File: src/rtl/stop_seq_pkg.sv
package stop_seq_pkg;

    typedef enum logic [1:0] {
        MODE_RUN  = 2'b00,
        MODE_STOP = 2'b01,
        MODE_REC  = 2'b10
    } stop_mode_e;

    typedef struct packed {
        stop_mode_e mode;
        logic       short_lat;
        logic       keep_lat;
        logic       stack_go;
    } ctrl_state_t;

    localparam ctrl_state_t CTRL_RESET = '{
        mode:      MODE_RUN,
        short_lat: 1'b0,
        keep_lat:  1'b0,
        stack_go:  1'b0
    };

endpackage

File: src/rtl/stop_wake_merge.sv
module stop_wake_merge #(
    parameter int NUM_WAKE_SRC = 4
) (
    input  logic [NUM_WAKE_SRC-1:0] irq_i,
    input  logic                    brk_i,
    output logic                    wake_o
);
    logic [NUM_WAKE_SRC:0] chain;

    assign chain[0] = brk_i;

    for (genvar g = 0; g < NUM_WAKE_SRC; g++) begin : g_or
        assign chain[g+1] = chain[g] | irq_i[g];
    end

    assign wake_o = chain[NUM_WAKE_SRC];
endmodule

File: src/rtl/stop_rec_timer.sv
module stop_rec_timer #(
    parameter int LONG_CYC  = 4096,
    parameter int SHORT_CYC = 32
) (
    input  logic clk,
    input  logic rst_n,
    input  logic hold_i,
    input  logic short_i,
    output logic done_o
);
    localparam int CW = $clog2(LONG_CYC + 1);
    localparam logic [CW-1:0] LONG_LAST  = CW'(LONG_CYC - 1);
    localparam logic [CW-1:0] SHORT_LAST = CW'(SHORT_CYC - 1);

    logic [CW-1:0] cnt_d, cnt_q;
    logic [CW-1:0] last;

    always_comb begin
        last   = short_i ? SHORT_LAST : LONG_LAST;
        done_o = !hold_i && (cnt_q == last);
        if (hold_i || done_o) begin
            cnt_d = '0;
        end else begin
            cnt_d = cnt_q + 1'b1;
        end
    end

    always_ff @(posedge clk or negedge rst_n) begin
        if (!rst_n) begin
            cnt_q <= '0;
        end else begin
            cnt_q <= cnt_d;
        end
    end
endmodule

File: src/rtl/stop_clk_enable.sv
module stop_clk_enable
    import stop_seq_pkg::*;
(
    input  stop_mode_e mode_i,
    input  logic       keep_i,
    output logic       en2x_o,
    output logic       en4x_o
);
    always_comb begin
        en2x_o = (mode_i == MODE_RUN);
        en4x_o = (mode_i == MODE_RUN) || keep_i;
    end
endmodule

File: src/rtl/stop_seq_ctrl.sv
module stop_seq_ctrl
    import stop_seq_pkg::*;
#(
    parameter int NUM_WAKE_SRC = 4,
    parameter int LONG_CYC     = 4096,
    parameter int SHORT_CYC    = 32
) (
    input  logic                    clk,
    input  logic                    rst_n,
    input  logic                    stop_req,
    input  logic                    cfg_short_rec,
    input  logic                    cfg_keep_fast,
    input  logic [NUM_WAKE_SRC-1:0] wake_irq,
    input  logic                    wake_brk,
    output logic                    bus2x_en,
    output logic                    bus4x_en,
    output logic                    stack_go,
    output logic [1:0]              mode_o
);
    ctrl_state_t st_d, st_q;
    logic        wake;
    logic        rec_done;
    logic        timer_hold;

    stop_wake_merge #(
        .NUM_WAKE_SRC(NUM_WAKE_SRC)
    ) wake_i (
        .irq_i  (wake_irq),
        .brk_i  (wake_brk),
        .wake_o (wake)
    );

    assign timer_hold = (st_q.mode != MODE_REC);

    stop_rec_timer #(
        .LONG_CYC (LONG_CYC),
        .SHORT_CYC(SHORT_CYC)
    ) timer_i (
        .clk    (clk),
        .rst_n  (rst_n),
        .hold_i (timer_hold),
        .short_i(st_q.short_lat),
        .done_o (rec_done)
    );

    stop_clk_enable clken_i (
        .mode_i(st_q.mode),
        .keep_i(st_q.keep_lat),
        .en2x_o(bus2x_en),
        .en4x_o(bus4x_en)
    );

    always_comb begin
        st_d          = st_q;
        st_d.stack_go = 1'b0;
        unique case (st_q.mode)
            MODE_RUN: begin
                if (stop_req) begin
                    st_d.mode      = MODE_STOP;
                    st_d.short_lat = cfg_short_rec;
                    st_d.keep_lat  = cfg_keep_fast;
                end
            end
            MODE_STOP: begin
                if (wake) begin
                    st_d.mode = MODE_REC;
                end
            end
            MODE_REC: begin
                if (rec_done) begin
                    st_d.mode      = MODE_RUN;
                    st_d.stack_go  = 1'b1;
                    st_d.keep_lat  = 1'b0;
                end
            end
            default: begin
                st_d = CTRL_RESET;
            end
        endcase
    end

    always_ff @(posedge clk or negedge rst_n) begin
        if (!rst_n) begin
            st_q <= CTRL_RESET;
        end else begin
            st_q <= st_d;
        end
    end

    assign stack_go = st_q.stack_go;
    assign mode_o   = st_q.mode;
endmodule

File: config.mk
export PLATFORM = sky130hd
export DESIGN_NAME = stop_seq_ctrl
export DESIGN_NICKNAME = d
export VERILOG_FILES = /design/src/rtl/stop_seq_pkg.sv /design/src/rtl/stop_wake_merge.sv /design/src/rtl/stop_rec_timer.sv /design/src/rtl/stop_clk_enable.sv /design/src/rtl/stop_seq_ctrl.sv
export SDC_FILE = /design/constraint.sdc
export NUM_CORES = 1
export LEC_CHECK = 0
export BUFFER_PORTS_ARGS = -buffer_cell sky130_fd_sc_hd__buf_2
export CAP_MARGIN = 25
export CORE_MARGIN = 1
export CORE_UTILIZATION = 40
export DETAILED_ROUTE_END_ITERATION = 8
export PLACE_DENSITY_LB_ADDON = 0.08
export SKIP_LAST_GASP = 1
export SYNTH_ARGS = -nofsm -noshare
export SYNTH_HDL_FRONTEND = slang
export SYNTH_HIERARCHICAL = 1
export SYNTH_SLANG_ARGS = --single-unit
File: constraint.sdc
create_clock -name clk -period 5.6 [get_ports clk]
set_input_delay 1.12 -clock clk [delete_from_list [all_inputs] [get_ports clk]]
set_output_delay 1.12 -clock clk [all_outputs]
set_load 0.02 [all_outputs]
==> flow_summary_export.csv, run 1 <==
group,metric,value,unit
synthesis,syn_inst,99,
synthesis,post_synth_fa_ha_maj_area_fraction,6.31,%
timing,final.setup.tns,0,ps
detailed_routing,routedWlPerCell,14.0,um
final_layout,layout.cells.most_common,"sky130_fd_sc_hd__dfrtp_1",
power,ir_drop,0.247,mV
clocking,insertion_delay,280,ps
worst_setup_path,worst-r2r-cell-count,7,
synthesis,synth_top_family_by_area,"simple AND/OR/NAND/NOR gates",
floorplanning,floorplan.rows,17,
worst_setup_path,timing.critical_path.from,"timer_i/cnt_q[5]$_DFF_PN0_",
clocking,cts_setup_buffers,0,
timing,fin_skew,2.72,ps
synthesis,synth.mux.area_fraction,2.14,%
floorplanning,die-area,2680,um2
synthesis,synth_sequential_area_ratio,45.4,%
clocking,cts_hold_buffers,0,
power,sw_frac_of_total,39.2,%
final_layout,final_layout_size_suffix_gt1_share,18.8,%
detailed_routing,routed_via_density,5.36,
detailed_routing,dr.pass1.iters,6,
worst_setup_path,worst-setup-path-type,"reg2reg",
placement,numPortBuffers,14,
floorplanning,die_width,51.8,um
synthesis,synth_simple_gate_area_share,23.5,%
worst_setup_path,setup.worst_path.end,"mode_o[0]$_DFFE_PN0P_",
global_routing,grt_antenna_before_repair,0,
detailed_routing,totalWireLength,1.97,mm
synthesis,synth.ff_latch_count,18,
timing,setup_viol,0,
synthesis,synth_compound_gate_area_share,7.82,%
timing,report.final.slew_viol_count,0,
clocking,cts_max_level,1,
worst_setup_path,critical_path_peak_fanout,11,
final_layout,fill_cells,209,
floorplanning,design.portCount,15,
power,p_sw,0.152,mW
final_layout,most_frequent_cells_in_the_layout,"18 x sky130_fd_sc_hd__dfrtp_1, 14 x sky130_fd_sc_hd__buf_2, 14 x sky130_fd_sc_hd__nor3_1, 7 x sky130_fd_sc_hd__inv_1, 7 x sky130_fd_sc_hd__nand2_1",
detailed_routing,via_count,750,
power,combPwrFrac,40.8,%
worst_setup_path,worst_setup_path_start_kind,"flop",
final_layout,flow.area_growth_from_synthesis,9.84,%
worst_setup_path,critPathCaptureType,"flop",
floorplanning,core-area,2280,um2
global_routing,first_global_vias,730,
final_layout,n_antenna_cell,0,
power,p_leak,0.479,nW
synthesis,yosysUniqueCellTypes,32,
placement,dpl.hpwl,1.40,mm
final_layout,final_nets,129,
worst_setup_path,critical_path_data_arrival_time,3160,ps
flow_run,timing.max_cap.violations,0,
synthesis,ys_warns,6,
floorplanning,floorplan.initialDensity,43.6,%
global_routing,grt_pass1_wl,3.53,mm
detailed_routing,detail-route-antenna-nets,0,
clocking,cts-buffers-inserted,3,
min_path,min_path_type,"reg2reg",
timing,finalHoldViolCount,0,
worst_setup_path,r2r_setup_slk,2610,ps
power,internal-power,0.236,mW
clocking,clkTransAtPathRegs,100,ps
timing,slew_headroom,50.9,%
worst_setup_path,crit-reg2reg-launch,"timer_i/cnt_q[5]$_DFF_PN0_",
run_status,outcome,"complete, no violations",
floorplanning,die-height,51.8,um
power,powerDensity,357,nW/um2
clocking,buffer_levels_on_the_longest_clock_path,2,
power,power.share.clock,16.1,%
placement,routability_congestion_estimate_from_global_placement,0.794,
detailed_routing,detail_route.iter0.violations,10,
timing,final.period_utilization,53.4,%
synthesis,cell_area_after_synthesis,992,um2
clocking,cts_tree,"done",
clocking,tritoncts_num_sinks,18,
synthesis,mapped_avg_cell_area,10.0,um2
timing,worst-slew-pin-transition,734,ps
timing,rsz0062_at_grt,"false",
worst_setup_path,crit_required,5770,ps
timing,final.min_clock_period,2990,ps
power,total_power,0.389,mW
clocking,post_cts.resized_instances,0,
worst_setup_path,r2r-end,"mode_o[0]$_DFFE_PN0P_",
synthesis,synthXorXnorAreaFrac,8.83,%
power,seqPwrFrac,43.1,%
clocking,cts.root.buffer_cell,"sky130_fd_sc_hd__clkbuf_4",
timing,fmax,334,MHz
synthesis,syn_nets,114,
detailed_routing,drc,0,
global_routing,grt_max_degree,19,
global_routing,gr-usage-all-layers,18.2,%
global_routing,grt_overflow_total,0,
## stage by stage
stage / setup slack, ps / hold slack, ps / std cells / util (%) / area, um2
2_1_floorplan: 3230 / 439 / 99 / - / 992
3_3_place_gp: 2720 / 471 / 137 / 46.9 / 1070
3_5_place_dp: 2640 / 475 / 137 / 46.9 / 1070
4_1_cts: 2610 / 486 / 140 / 47.9 / 1090
5_1_grt: 2380 / 525 / 140 / 47.9 / 1090
6_report: 2610 / 481 / 140 / 47.9 / 1090
## metal layers
metal / vias to the layer above / wire (um) / global-route usage [%] / part of all wire, %
met3: 4 / 67 / 5.26 / 3.4
met4: 0 / 31 / 8.56 / 1.6
met1: 357 / 1020 / 26.2 / 52
met5: - / 0 / 0 / 0
met2: 14 / 843 / 24.7 / 43
li1: 375 / - / - / -
## synth_stat cells
library cell	count	area share (%)
sky130_fd_sc_hd__a211oi_2	1	1.3
sky130_fd_sc_hd__a21oi_1	2	1.0
sky130_fd_sc_hd__a221o_2	1	1.1
sky130_fd_sc_hd__a221oi_1	1	0.88
sky130_fd_sc_hd__a222oi_1	1	1.0
sky130_fd_sc_hd__a22o_1	2	1.8
sky130_fd_sc_hd__and4_1	1	0.88
sky130_fd_sc_hd__buf_4	2	1.5
sky130_fd_sc_hd__buf_6	1	1.1
sky130_fd_sc_hd__clkbuf_1	1	0.38
sky130_fd_sc_hd__dfrtp_1	18	45
sky130_fd_sc_hd__ha_1	5	6.3
sky130_fd_sc_hd__inv_1	7	2.6
sky130_fd_sc_hd__inv_2	1	0.38
sky130_fd_sc_hd__mux2_1	1	1.1
sky130_fd_sc_hd__mux2i_1	1	1.0
sky130_fd_sc_hd__nand2_1	7	2.6
sky130_fd_sc_hd__nand2b_1	1	0.63
sky130_fd_sc_hd__nand3_1	3	1.5
sky130_fd_sc_hd__nand3b_1	1	0.76
sky130_fd_sc_hd__nand4_1	2	1.3
sky130_fd_sc_hd__nand4_2	1	1.3
sky130_fd_sc_hd__nor2_1	6	2.3
sky130_fd_sc_hd__nor2b_1	2	1.3
sky130_fd_sc_hd__nor3_1	14	7.1
sky130_fd_sc_hd__nor3b_1	1	0.76
sky130_fd_sc_hd__nor4_1	2	1.3
sky130_fd_sc_hd__nor4b_1	1	0.88
sky130_fd_sc_hd__o21bai_1	1	0.76
sky130_fd_sc_hd__or4b_1	1	1.0
sky130_fd_sc_hd__xnor2_1	6	5.3
sky130_fd_sc_hd__xor2_1	4	3.5
## flip-flops by register name (all words and copies together), names as in the netlist
register and flops:
timer_i/cnt_q 13, mode_o 2, st_q 2, stack_go 1
## layout make-up
cell class | instances | area [um2] | area share, %
Multi-Input combinational cell | 69 | 482 | 44.2
Sequential cell | 18 | 450 | 41.3
Timing Repair Buffer | 14 | 70.1 | 6.43
Tap cell | 28 | 35.0 | 3.21
Inverter | 8 | 30.0 | 2.76
Clock buffer | 3 | 22.5 | 2.07
## power by group through the flow
stage | Clock [mW] | Combinational [mW] | Sequential (mW)
floorplan | 0 | 0.127 | 0.164
global placement | 0 | 0.157 | 0.169
detailed placement | 0 | 0.157 | 0.171
CTS | 0.0676 | 0.158 | 0.168
global route | 0.0742 | 0.180 | 0.171
finish | 0.0624 | 0.159 | 0.168
## worst max-delay path, cell delays in order (launching register included)
cell                       delay (ps)
sky130_fd_sc_hd__dfrtp_1          470
sky130_fd_sc_hd__nand4_2          160
sky130_fd_sc_hd__or4b_1           550
sky130_fd_sc_hd__a211oi_2         670
sky130_fd_sc_hd__nor2b_1          240
sky130_fd_sc_hd__inv_2             70
sky130_fd_sc_hd__a222oi_1         360
sky130_fd_sc_hd__mux2_1           370
## kinds of logic after synthesis
family          Yosys count
mux                       2
xor+xnor                 10
compound gates            9
buf+inv                  12
flops                    18
simple gates             43
fa+ha+maj                 5
## worst min-delay path by stage
| stage | start | end | slack, ps | cells after the start |
|---|---|---|---|---|
| 6_report | timer_i/cnt_q[0]$_DFF_PN0_ | timer_i/cnt_q[0]$_DFF_PN0_ | 480 | 1 |
| 2_1_floorplan | timer_i/cnt_q[0]$_DFF_PN0_ | timer_i/cnt_q[0]$_DFF_PN0_ | 440 | 1 |
| 3_5_place_dp | timer_i/cnt_q[0]$_DFF_PN0_ | timer_i/cnt_q[0]$_DFF_PN0_ | 470 | 1 |
| 3_3_place_gp | timer_i/cnt_q[0]$_DFF_PN0_ | timer_i/cnt_q[0]$_DFF_PN0_ | 470 | 1 |
| 4_1_cts | timer_i/cnt_q[0]$_DFF_PN0_ | timer_i/cnt_q[0]$_DFF_PN0_ | 490 | 1 |
| 5_1_grt | timer_i/cnt_q[0]$_DFF_PN0_ | timer_i/cnt_q[0]$_DFF_PN0_ | 520 | 1 |
No activity file was read; power rests on OpenSTA's default activity.
==> run 2, diff against run 1 <==
==> constraint.sdc (replaced) <==
create_clock -name clk -period 2.6 [get_ports clk]
set_input_delay 0.52 -clock clk [delete_from_list [all_inputs] [get_ports clk]]
set_output_delay 0.52 -clock clk [all_outputs]
set_load 0.02 [all_outputs]
==> run 2 against run 1 <==
  * Design area rose by 4.8%
  * Highest routed layer unchanged
  * First-iteration DRC count rose by 10%
  * Die area did not move
  * Fmax rose by 24%
  * Critical path depth did not move
  * Register-to-register slack got worse by 2400 ps
==> flow_summary_export.csv, run 2 (synthesis gave the netlist of run 1 again) <==
group,metric,value,unit
worst_setup_path,cpPeakStageDelay,540,ps
worst_setup_path,critical_path_peak_fanout,5,
worst_setup_path,critPathCaptureType,"flop",
placement,pre_cts_ws,147,ps
final_layout,final_nets,134,
global_routing,first_global_vias,715,
clocking,cts_tree,"done",
power,p_leak,0.511,nW
detailed_routing,totalWireLength,1.88,mm
detailed_routing,drc,0,
worst_setup_path,worstPathBufferInverterCount,1,
worst_setup_path,worst_setup_path_start_kind,"flop",
timing,worst-slew-pin-transition,396,ps
clocking,clkTransAtPathRegs,100,ps
detailed_routing,dr.pass1.iters,4,
timing,fin_skew,3.00,ps
power,total_power,0.874,mW
final_layout,register_area,452,um2
clocking,cts_hold_buffers,0,
worst_setup_path,critical_path_data_arrival_time,2610,ps
global_routing,gr-usage-all-layers,16.9,%
timing,report.final.slew_viol_count,0,
final_layout,largest_register_ff_count,13,
timing,final.period_utilization,93.0,%
floorplanning,die_width,51.8,um
power,combPwrFrac,39.2,%
power,sw_frac_of_total,37.1,%
timing,finalHoldViolCount,0,
clocking,tritoncts_num_sinks,18,
run_status,outcome,"complete, no violations",
power,ir_drop,0.441,mV
floorplanning,die-area,2680,um2
clocking,cts.root.buffer_cell,"sky130_fd_sc_hd__clkbuf_4",
final_layout,n_antenna_cell,0,
timing,fmax,414,MHz
detailed_routing,detail_route.iter0.violations,11,
floorplanning,die-height,51.8,um
power,internal-power,0.549,mW
timing,setup_ws,182,ps
final_layout,fill_cells,217,
worst_setup_path,timing.critical_path.from,"timer_i/cnt_q[6]$_DFF_PN0_",
final_layout,layout.cells.most_common,"sky130_fd_sc_hd__dfrtp_1",
detailed_routing,routedWlPerCell,12.9,um
timing,final.min_clock_period,2420,ps
final_layout,multiInputGateArea,482,um2
detailed_routing,via_count,751,
power,seqPwrFrac,41.1,%
worst_setup_path,worst-setup-path-type,"reg2reg",
detailed_routing,detail-route-antenna-nets,0,
flow_run,timing.max_cap.violations,0,
power,powerDensity,765,nW/um2
placement,routability_congestion_estimate_from_global_placement,0.802,
floorplanning,floorplan.initialDensity,43.6,%
floorplanning,floorplan.rows,17,
worst_setup_path,cp_slowest_cell,"sky130_fd_sc_hd__or4b_1",
final_layout,largest-register,"timer_i/cnt_q",
timing,setup_viol,0,
placement,numPortBuffers,14,
power,p_sw,0.325,mW
clocking,cts_max_level,1,
global_routing,grt_antenna_before_repair,0,
final_layout,flow.area_growth_from_synthesis,15.1,%
timing,final.setup.tns,0,ps
global_routing,grt_overflow_total,0,
global_routing,grt_max_degree,19,
clocking,buffer_levels_on_the_longest_clock_path,2,
worst_setup_path,category_of_cells_accounting_for_the_largest_share_of_critical_path_delay,"simple AND/OR/NAND/NOR gates",
min_path,min_path_type,"in2async",
worst_setup_path,crit_required,2790,ps
detailed_routing,routed_via_density,5.14,
global_routing,grt_pass1_wl,3.22,mm
power,power.share.clock,19.7,%
final_layout,most_frequent_cells_in_the_layout,"17 x sky130_fd_sc_hd__dfrtp_1, 14 x sky130_fd_sc_hd__buf_2, 14 x sky130_fd_sc_hd__nor3_1, 7 x sky130_fd_sc_hd__inv_1, 7 x sky130_fd_sc_hd__nand2_1",
placement,dpl.hpwl,1.41,mm
final_layout,utilization,50.2,%
timing,slew_headroom,73.6,%
floorplanning,design.portCount,15,
floorplanning,core-area,2280,um2
final_layout,final_layout_size_suffix_gt1_share,23.7,%
worst_setup_path,crit-reg2reg-launch,"timer_i/cnt_q[6]$_DFF_PN0_",
clocking,insertion_delay,290,ps
clocking,cts-buffers-inserted,3,
worst_setup_path,path_cells,"nand4_2 -> or4b_1 -> a211oi_2 -> nor2b_1 -> inv_2 -> a222oi_1 -> mux2_1",
-- run 2: cell types whose count changed in the layout (fill, tap and decap cells not counted), sizes merged --
cell	change
buf	+5
clkbuf	+1
-- run 2: worst reg2reg max path, delay by kind of cell, from the launching register on --
| family | cells | cell delay, ps |
|---|---|---|
| buffers and inverters | 1 | 60 |
| AND/OR/NAND/NOR | 3 | 870 |
| flip-flops | 1 | 430 |
| multiplexers | 1 | 350 |
| AO/OA/AOI/OAI | 2 | 600 |
-- run 2: what timing repair did --
action | in CTS | in global routing
resized for setup | 0 | 1
setup buffers | 0 | 2
endpoints found under the setup margin | 0 | 1
-- run 2: area by class of cell --
type	instances	share of cell area [%]
inverter	8	2.63
tap	28	3.07
timing repair buffer	19	9.42
sequential	18	39.5
clock buffer	4	3.18
multi-input combinational	69	42.2
-- run 2: path summary, 6_finish.rpt --
check	to	slack, ps	cells after the start
hold / removal	timer_i/cnt_q[9]$_DFF_PN0_	130	1
hold reg to reg	timer_i/cnt_q[0]$_DFF_PN0_	480	1
setup reg to reg	mode_o[0]$_DFFE_PN0P_	180	7
min in group clk	st_q[1]$_DFFE_PN0P_	470	3
max in group asynchronous	timer_i/cnt_q[6]$_DFF_PN0_	2170	1
setup / recovery	mode_o[0]$_DFFE_PN0P_	180	7
-- run 2: routing by layer --
metal	up-vias	track usage, %	wire, um
met1	352	22.6	929
met4	0	6.31	16
met2	10	24.7	869
met3	2	6.43	68
li1	387	-	-
met5	-	0	0
-- run 2: power groups by stage --
stage / Sequential [mW] / Clock, mW / Combinational (mW)
6_report: 0.359 / 0.172 / 0.342
5_1_grt: 0.367 / 0.196 / 0.392
4_1_cts: 0.361 / 0.181 / 0.349
3_5_place_dp: 0.367 / 0 / 0.348
3_3_place_gp: 0.364 / 0 / 0.347
2_1_floorplan: 0.354 / 0 / 0.273
-- run 2: metrics by stage --
step                      area [um2]  instances  hold WS [ps]
after floorplan                  992         99           224
final                           1140        146           132
after global routing            1140        146           149
after detailed placement        1090        140           472
after global placement          1090        140           461
after CTS                       1130        144           139
==> run 3, diff against run 2 <==
--- a/config.mk
+++ b/config.mk
@@ -14,5 +14,4 @@
 export SKIP_LAST_GASP = 1
 export SYNTH_ARGS = -nofsm -noshare
 export SYNTH_HDL_FRONTEND = slang
-export SYNTH_HIERARCHICAL = 1
 export SYNTH_SLANG_ARGS = --single-unit
==> constraint.sdc (replaced) <==
create_clock -name clk -period 2.5 [get_ports clk]
set_input_delay 0.5 -clock clk [delete_from_list [all_inputs] [get_ports clk]]
set_output_delay 0.5 -clock clk [all_outputs]
set_load 0.02 [all_outputs]
==> run 3 against run 2 <==
  * Die area decreased by 5.1%
  * Routed wire length decreased by 13%
  * Sequential power decreased by 2%
  * Global-route usage decreased by 0.88 points
  * Design area decreased by 5.8%
  * Register-to-register slack improved by 590 ps
  * Largest cell class unchanged
  * Cell count decreased by 5.5%
  * Critical path type is now reg2out
  * Hold slack got worse by 5.6 ps
==> flow_summary_export.csv, run 3 <==
group,metric,value,unit
synthesis,synth_sequential_area_ratio,47.9,%
synthesis,synth_compound_gate_area_share,5.33,%
synthesis,ys_warns,0,
timing,final.min_clock_period,1970,ps
final_layout,final_layout_size_suffix_gt1_share,21.8,%
synthesis,synth_simple_gate_area_share,27.4,%
detailed_routing,via_count,691,
power,p_leak,0.509,nW
placement,dpl.hpwl,1.24,mm
detailed_routing,detail_route.iter0.violations,11,
synthesis,synth.mux.area_fraction,1.20,%
synthesis,yosys_most_used_dff,"sky130_fd_sc_hd__dfrtp_1",
global_routing,grt_max_degree,19,
synthesis,cell_area_after_synthesis,940,um2
synthesis,synthXorXnorAreaFrac,10.3,%
detailed_routing,detail-route-antenna-nets,0,
synthesis,number_of_flops_mapped_to_enable_cells_by_yosys,0,
placement,numPortBuffers,14,
final_layout,largest-register,"timer_i.cnt_q",
synthesis,synth_top_cell_area_share,47.9,%
synthesis,syn_nets,107,
placement,routability_congestion_estimate_from_global_placement,0.690,
final_layout,n_antenna_cell,0,
synthesis,synth.ff_latch_count,18,
worst_setup_path,worst-setup-path-type,"reg2out",
synthesis,mapped_avg_cell_area,10.1,um2
final_layout,flow.area_growth_from_synthesis,14.5,%
clocking,cts-buffers-inserted,3,
power,ir_drop,0.458,mV
detailed_routing,routedWlPerCell,11.9,um
synthesis,synth_top_family_by_area,"simple AND/OR/NAND/NOR gates",
floorplanning,die_width,50.5,um
worst_setup_path,crit_required,2000,ps
final_layout,stdcell_area,1080,um2
synthesis,yosysUniqueCellTypes,29,
timing,final.setup.tns,0,ps
final_layout,largest_register_ff_count,13,
detailed_routing,totalWireLength,1.64,mm
synthesis,asyncSetResetFlopFracSynth,100,%
placement,placed_area,1040,um2
worst_setup_path,critical_path_data_arrival_time,1470,ps
power,total_power,0.817,mW
synthesis,post_synth_fa_ha_maj_area_fraction,5.33,%
flow_run,timing.max_cap.violations,0,
floorplanning,core-area,2210,um2
floorplanning,die-area,2550,um2
timing,setup_viol,0,
worst_setup_path,critPathCaptureType,"output port",
clocking,cts.root.buffer_cell,"sky130_fd_sc_hd__clkbuf_4",
floorplanning,design.portCount,15,
synthesis,yosys-top-cells-area,"sky130_fd_sc_hd__dfrtp_1 48%, sky130_fd_sc_hd__nor2_1 7.6%, sky130_fd_sc_hd__xnor2_1 5.6%",
placement,place_inst,134,
min_path,min_path_type,"in2async",
timing,finalHoldViolCount,0,
timing,slew_headroom,71.7,%
synthesis,syn_inst,93,
worst_setup_path,worst-r2r-cell-count,5,
timing,final.period_utilization,78.6,%
timing,worst-slew-pin-transition,424,ps
clocking,cts_setup_buffers,0,
global_routing,grt_overflow_total,0,
final_layout,fill_cells,212,
synthesis,synth_top_area_cell,"sky130_fd_sc_hd__dfrtp_1",
clocking,cts_tree,"done",
final_layout,layout.cells.most_common,"sky130_fd_sc_hd__nor2_1",
floorplanning,floorplan.rows,17,
timing,setup_ws,535,ps
final_layout,most_frequent_cells_in_the_layout,"19 x sky130_fd_sc_hd__nor2_1, 18 x sky130_fd_sc_hd__dfrtp_1, 14 x sky130_fd_sc_hd__buf_2, 7 x sky130_fd_sc_hd__nand2_1, 6 x sky130_fd_sc_hd__xnor2_1",
detailed_routing,routed_via_density,5.01,
detailed_routing,dr.pass1.iters,4,
clocking,tritoncts_num_sinks,18,
clocking,clkTransAtPathRegs,100,ps
synthesis,synth.most_common_cell,"sky130_fd_sc_hd__nor2_1",
clocking,insertion_delay,280,ps
timing,fmax,509,MHz
final_layout,layout.cells.non_filler,138,
global_routing,first_global_vias,678,
clocking,post_cts.resized_instances,0,
clocking,cts_hold_buffers,0,
timing,rsz0062_at_grt,"false",
global_routing,gr-usage-all-layers,16.1,%
detailed_routing,drc,0,
timing,fin_skew,3.70,ps
worst_setup_path,critical_path_peak_fanout,6,
global_routing,grt_antenna_before_repair,0,
placement,pre_cts_ws,797,ps
floorplanning,floorplan.initialDensity,42.5,%
run_status,outcome,"complete, no violations",
final_layout,final_nets,125,
clocking,cts_max_level,1,
final_layout,utilization,48.6,%
clocking,buffer_levels_on_the_longest_clock_path,2,
floorplanning,die-height,50.5,um
power,powerDensity,759,nW/um2
worst_setup_path,worst_setup_path_start_kind,"flop",
timing,whs,126,ps
global_routing,grt_pass1_wl,3.06,mm
synthesis,ranking_of_synthesized_cells_by_instance_count,"19 x sky130_fd_sc_hd__nor2_1, 18 x sky130_fd_sc_hd__dfrtp_1, 7 x sky130_fd_sc_hd__nand2_1",
timing,report.final.slew_viol_count,0,
-- run 3: cell types whose count changed after synthesis, moves of 2 or more --
| cell | change |
|---|---|
| sky130_fd_sc_hd__nor3_1 | -14 |
| sky130_fd_sc_hd__inv_1 | -2 |
| sky130_fd_sc_hd__nor2_1 | +13 |
| sky130_fd_sc_hd__and4b_1 | +2 |
| sky130_fd_sc_hd__buf_4 | -2 |
-- run 3: kinds of logic after synthesis --
logic type / count (synthesis)
buf+inv: 6
mux: 1
compound gates: 7
simple gates: 46
fa+ha+maj: 4
xor+xnor: 11
flops: 18
-- run 3: final timing paths --
kind	start	to	slack [ps]
worst max-delay path	mode_o[1]$_DFFE_PN0P_	bus4x_en	530
worst min-delay path	rst_n	timer_i.cnt_q[6]$_DFF_PN0_	130
worst max register to register	timer_i.cnt_q[7]$_DFF_PN0_	mode_o[1]$_DFFE_PN0P_	770
worst min register to register	timer_i.cnt_q[0]$_DFF_PN0_	timer_i.cnt_q[0]$_DFF_PN0_	470
max in group asynchronous	rst_n	timer_i.cnt_q[0]$_DFF_PN0_	2090
min in group clk	cfg_short_rec	st_q[2]$_DFFE_PN0P_	460
-- run 3: report_power, final --
part / switching, mW / internal, mW
registers: 0.0279 / 0.324
logic: 0.170 / 0.120
clock network: 0.0861 / 0.0885
-- run 3: worst max-delay path: stages, from the launching register on --
cell and delay, ps:
sky130_fd_sc_hd__dfrtp_1 410, sky130_fd_sc_hd__inv_1 70, sky130_fd_sc_hd__ha_1 230, sky130_fd_sc_hd__or2_2 310, sky130_fd_sc_hd__buf_2 160
-- run 3: cell type report --
cell class | instances | area [um2] | area share, %
Sequential cell | 18 | 450 | 41.9
Timing Repair Buffer | 14 | 70.1 | 6.51
Multi-Input combinational cell | 69 | 465 | 43.3
Clock buffer | 4 | 36.3 | 3.37
Tap cell | 28 | 35.0 | 3.26
Inverter | 5 | 18.8 | 1.74
-- run 3: metal layers --
metal / track usage, % / wire (um) / vias to the layer above
met5: 0 / 0 / -
met4: 8.33 / 14 / 0
met3: 2.73 / 79 / 2
met2: 23.3 / 709 / 21
met1: 22.7 / 833 / 322
li1: - / - / 346
